File: src/rtl/mag_chain_pkg.sv
// Shared types for the ripple magnitude comparator.
// Assumes: the gt and lt flags are never both set on a legal link.
package mag_chain_pkg;

    // Verdict carried between stages: gt = first operand larger, lt = smaller.
    typedef struct packed {
        logic gt;
        logic lt;
    } verdict_t;

    localparam verdict_t VERDICT_EQUAL = '{gt: 1'b0, lt: 1'b0};

endpackage

File: src/rtl/mag_bit_stage.sv
// One-bit comparison stage.
// Forwards a decided incoming verdict; otherwise compares its single bit pair.
// Assumes: the incoming verdict never has both flags set.
module mag_bit_stage
    import mag_chain_pkg::*;
(
    input  verdict_t up_verdict,
    input  logic     a_bit,
    input  logic     b_bit,
    output verdict_t dn_verdict
);

    logic decided;

    // Detect whether a higher stage already settled the comparison.
    always_comb begin
        decided = up_verdict.gt | up_verdict.lt;
    end

    // Forward a settled verdict, or resolve from the local bit pair.
    always_comb begin
        if (decided) begin
            dn_verdict = up_verdict;
        end else begin
            dn_verdict.gt = a_bit & ~b_bit;
            dn_verdict.lt = ~a_bit & b_bit;
        end
    end

    // Guard the stage's outgoing link and its forwarding behaviour.
    always_comb begin
        assert_no_conflict_R4: assert (!(dn_verdict.gt && dn_verdict.lt))
            else $error("bit stage produced gt and lt together");
        if (decided) begin
            assert_forward_R5: assert (dn_verdict == up_verdict)
                else $error("bit stage altered a decided verdict");
        end
    end

endmodule

File: src/rtl/mag_pair_stage.sv
// Two-bit comparison stage; halves the number of links a verdict ripples through.
// Forwards a decided incoming verdict; otherwise the upper bit pair has priority,
// the lower pair decides only when the upper pair matches.
// Assumes: the incoming verdict never has both flags set.
module mag_pair_stage
    import mag_chain_pkg::*;
(
    input  verdict_t   up_verdict,
    input  logic [1:0] a_pair,
    input  logic [1:0] b_pair,
    output verdict_t   dn_verdict
);

    logic decided;
    logic hi_differs;

    // Classify the incoming verdict and the upper bit pair.
    always_comb begin
        decided    = up_verdict.gt | up_verdict.lt;
        hi_differs = a_pair[1] ^ b_pair[1];
    end

    // Forward, resolve by the upper bits, or fall back to the lower bits.
    always_comb begin
        if (decided) begin
            dn_verdict = up_verdict;
        end else if (hi_differs) begin
            dn_verdict.gt = a_pair[1];
            dn_verdict.lt = b_pair[1];
        end else begin
            dn_verdict.gt = a_pair[0] & ~b_pair[0];
            dn_verdict.lt = ~a_pair[0] & b_pair[0];
        end
    end

    // Guard the outgoing link, forwarding, and upper-bit priority.
    always_comb begin
        assert_no_conflict_R4: assert (!(dn_verdict.gt && dn_verdict.lt))
            else $error("pair stage produced gt and lt together");
        if (decided) begin
            assert_forward_R5: assert (dn_verdict == up_verdict)
                else $error("pair stage altered a decided verdict");
        end
        if (!decided && (a_pair[1] != b_pair[1])) begin
            assert_upper_wins_R6: assert (dn_verdict.gt == a_pair[1])
                else $error("pair stage ignored upper-bit priority");
        end
    end

endmodule

File: src/rtl/mag_chain.sv
// Unsigned magnitude comparator built as a ripple from the top bit down.
// USE_PAIR picks two-bit stages (with a one-bit tail for odd WIDTH) or
// one-bit stages throughout. Purely combinational.
// Assumes: WIDTH >= 1.
module mag_chain
    import mag_chain_pkg::*;
#(
    parameter int WIDTH    = 6,
    parameter bit USE_PAIR = 1'b1
) (
    input  logic [WIDTH-1:0] a_in,
    input  logic [WIDTH-1:0] b_in,
    output logic             a_gt_b,
    output logic             a_lt_b
);

    localparam int PAIR_STAGES = USE_PAIR ? (WIDTH / 2) : 0;
    localparam int BIT_STAGES  = USE_PAIR ? (WIDTH % 2) : WIDTH;
    localparam int STAGES      = PAIR_STAGES + BIT_STAGES;
    localparam int BIT_TOP     = WIDTH - 1 - 2 * PAIR_STAGES;

    verdict_t link [STAGES+1];

    // The top stage starts from "equal".
    assign link[0] = VERDICT_EQUAL;

    for (genvar p = 0; p < PAIR_STAGES; p++) begin : g_pair
        localparam int HI = WIDTH - 1 - 2 * p;
        mag_pair_stage u_stage (
            .up_verdict (link[p]),
            .a_pair     (a_in[HI -: 2]),
            .b_pair     (b_in[HI -: 2]),
            .dn_verdict (link[p+1])
        );
    end

    for (genvar q = 0; q < BIT_STAGES; q++) begin : g_bit
        mag_bit_stage u_stage (
            .up_verdict (link[PAIR_STAGES+q]),
            .a_bit      (a_in[BIT_TOP-q]),
            .b_bit      (b_in[BIT_TOP-q]),
            .dn_verdict (link[PAIR_STAGES+q+1])
        );
    end

    // Take the verdict from the least significant stage.
    always_comb begin
        a_gt_b = link[STAGES].gt;
        a_lt_b = link[STAGES].lt;
    end

    // Guard the port-level verdict against the operands.
    always_comb begin
        assert_equal_clear_R3: assert (!((a_in == b_in) && (a_gt_b || a_lt_b)))
            else $error("equal operands gave a nonzero verdict");
        assert_ports_exclusive_R4: assert (!(a_gt_b && a_lt_b))
            else $error("both verdict outputs set");
    end

endmodule

File: config.mk
export PLATFORM = sky130hd
export DESIGN_NAME = mag_chain
export DESIGN_NICKNAME = d
export VERILOG_FILES = /design/src/rtl/mag_chain_pkg.sv /design/src/rtl/mag_bit_stage.sv /design/src/rtl/mag_pair_stage.sv /design/src/rtl/mag_chain.sv
export SDC_FILE = /design/constraint.sdc
export NUM_CORES = 1
export LEC_CHECK = 0
export BUFFER_PORTS_ARGS = -buffer_cell sky130_fd_sc_hd__buf_4
export CAP_MARGIN = 20
export CORE_AREA = 5 5 42 44
export DETAILED_ROUTE_END_ITERATION = 16
export DIE_AREA = 0 0 47 49
export PLACE_DENSITY_LB_ADDON = 0.25
export SLEW_MARGIN = 40
export SYNTH_ARGS = -nofsm -noshare
export SYNTH_HDL_FRONTEND = slang
export SYNTH_SLANG_ARGS = --single-unit
File: constraint.sdc
create_clock -name vclk -period 0.9
set_input_delay 0.135 -clock vclk [all_inputs]
set_output_delay 0.135 -clock vclk [all_outputs]
set_load 0.05 [all_outputs]
==> results.md <==
Status:
- The run finished, with violations left.
- The final reports fail on setup timing.

Finish:
- The count of flip-flops and latches is 0.
- The post-layout utilization of the core is around a quarter.
- The clock tree buffer count of the final layout is 0.
- The sequential cell area in the final layout is 0 sq um.
- The repair_antennas step left the layout with diodes totalling 0.
- The library cells used most frequently in the layout, excluding fill and tap cells, are sky130_fd_sc_hd__buf_4, sky130_fd_sc_hd__maj3_2, sky130_fd_sc_hd__buf_6.
- From synthesis to final layout, the design area changed by 163%.
- The net count of the finished layout is ~50.
- The most frequent standard cell in the layout excluding fill and tap cells is sky130_fd_sc_hd__buf_4.
- The number of fill cells in the layout is 166.
- The proportion of layout cells with a drive suffix above 1 is 88.6%.
- The area of the multi-input gates is about 200 sq um.
- After routing the design area is roughly 370 sq um.

Place:
- The count of input and output buffers is 14.
- In this run the cell area measured after placement is about 320 sq um.
- After legalization and detailed placement, the total HPWL measured 360 um.
- The routability congestion estimate from global placement is between 0.5 and 0.6.

Yosys:
- The number of nets handed over by synthesis was 31.
- The number of warnings issued by yosys is 0.
- In this run the cell area of the synthesized design comes to 141 sq um.
- A synthesized cell averages between 7 and 8 sq um.
- The number of unique standard cell types used by synthesis is 12.
- Summed over its instances, the top area cell type makes up around a quarter of the synthesized netlist area.
- Summed over all instances, the cell type with the most area after synthesis is sky130_fd_sc_hd__maj3_2.
- The synthesized instance count is 19.
- Of the synthesized area, sequential elements account for 0%.
- After synthesis, the cell types taking the most area are sky130_fd_sc_hd__maj3_2, sky130_fd_sc_hd__nor2b_1, sky130_fd_sc_hd__nor3b_1.

STA:
- The final-report max-slew violation count is 0.
- Of the available clock period, the critical path in the final layout requires 136%.
- Setup repair after global routing could not meet its margin everywhere.
- The count of final hold-check violations came to 0.
- The relative slew slack is between 70% and 80%.
- The worst hold slack is slightly below 0.8 ns.
- The clock period minus worst slack is approximately 1.2 ns.
- Across all setup checks in the final design, the least slack found is -0.325 ns.
- At the pin with the least slew margin, the transition time is 0.309 ns.
- The setup violation total in the final timing report is 2.
- For this run, the top clock speed supported by timing is roughly 800 MHz.
- The summed negative setup slack over all endpoints is -0.630 ns.

Die:
- The die covers 0.00230 sq mm.
- Pin placement for this block handled 14 I/O pins.
- The core region is between 0.001 and 0.0015 sq mm.
- The die is 49 um tall.
- The number of placement rows is 14.
- The floorplan step set the die width to 47 um.
- The starting density of the core is about a tenth.

Detailed routing:
- The detailed-router iteration count before antenna repair is 1.
- The wire length per cell is about 7.5 um.
- The number of vias per cell is 3.80.
- The number of remaining DRC errors is 0.
- Detailed routing inserted a total of between 150 and 200 vias.
- In this run the remaining antenna-violating nets after routing total 0.
- The detailed router finished its first iteration with 0 violations.
- After detailed routing, the total wire length is 385 um.

Critical path:
- The required time at the worst-slack endpoint is approximately 0.76 ns.
- Of all nets on the critical path, the largest fanout is 2.
- The classification of the worst setup path is input port to output port.
- STA classifies the critical path endpoint as an output port.
- The worst setup path is launched from an input port.
- In this run the worst setup path terminates at a_lt_b.
- At the worst endpoint, the arrival time is roughly 1.1 ns.
- The first element of the critical path is b_in[2].

Power:
- The peak ir drop on the vdd network is approximately 0.21 mV.
- The overall power of the completed layout is around 230 uW.
- The leakage component of the power is 0.000167 uW.
- Power spread over the standard cell area amounts to between 600 and 700 mW/mm^2.

GRT:
- The pin count of the biggest net entering global routing is 3.
- The combined global-route utilization of all metal layers is between 3 and 4%.
- The number of global-route vias before repair is approximately 220.
- The first global-routing pass estimated 724 um of wire.
- The number of antenna violations at the first check in global routing is 0.
- For this run the aggregate overflow at the end of global routing stands at 0.

Run:
- The tool flagged a number of max-cap violations equal to 0.

Worst hold path:
- The classification of the worst-slack hold path is input port to output port.
- The start point of the worst hold path is b_in[4].
worst max-delay path, stage by stage:
cell and delay [ns]:
sky130_fd_sc_hd__buf_6 0.09, sky130_fd_sc_hd__nand2b_4 0.12, sky130_fd_sc_hd__maj3_2 0.31, sky130_fd_sc_hd__a21oi_2 0.18, sky130_fd_sc_hd__o31ai_4 0.09, sky130_fd_sc_hd__buf_6 0.16
metrics by stage:
step	std cells	worst slack [ns]
final	51	-0.325
after global routing	51	-0.364
after CTS	51	-0.349
after detailed placement	51	-0.486
after global placement	51	-0.499
after floorplan	19	-0.223
per-layer routing:
metal / global-route usage (%) / up-vias / wire [um]
met2: 7.69 / 8 / 229
met1: 3.91 / 86 / 129
met4: 0 / 0 / 0
met5: 0 / - / 0
met3: 0.369 / 0 / 26
li1: - / 100 / -
final cells by class:
cell class         instances  share of cell area (%)
well taps                 16                    5.39
multi-input cells         17                    53.2
inverters                  2                    2.02
repair buffers            16                    39.4
cells by family after synthesis:
kind of cell / share of synthesized area (%)
fa+ha+maj: 31.0
compound gates: 18.6
simple gates: 45.1
buf+inv: 5.31
synthesized netlist by cell type:
cell	number
sky130_fd_sc_hd__maj3_1	1
sky130_fd_sc_hd__nand2b_1	2
sky130_fd_sc_hd__nor2b_4	1
sky130_fd_sc_hd__inv_1	2
sky130_fd_sc_hd__maj3_2	3
sky130_fd_sc_hd__a21oi_1	1
sky130_fd_sc_hd__o21ai_1	1
sky130_fd_sc_hd__a211o_1	1
sky130_fd_sc_hd__nor2_1	1
sky130_fd_sc_hd__o31ai_1	1
sky130_fd_sc_hd__nor2b_1	3
sky130_fd_sc_hd__nor3b_1	2
report_power, final:
group | internal (uW) | switching [uW] | total [uW]
sequential | 0 | 0 | 0
combinational | 128 | 102 | 230
clock | 0 | 0 | 0
total | 128 | 102 | 230
how the worst min path moves through the flow:
| stage | end | cells after the start |
|---|---|---|
| floorplan | a_lt_b | 2 |
| global placement | a_lt_b | 4 |
| detailed placement | a_lt_b | 4 |
| CTS | a_lt_b | 4 |
| global route | a_lt_b | 4 |
| finish | a_lt_b | 4 |
repair_timing:
item	4_1_cts	5_1_grt
gates cloned	0	0
hold endpoints to repair	0	0
buffers inserted	0	0
setup endpoints to repair	2	2
pin swaps	9	1
hold buffers	0	0
gates resized for setup	12	2
(Power assumes the default switching activity.)
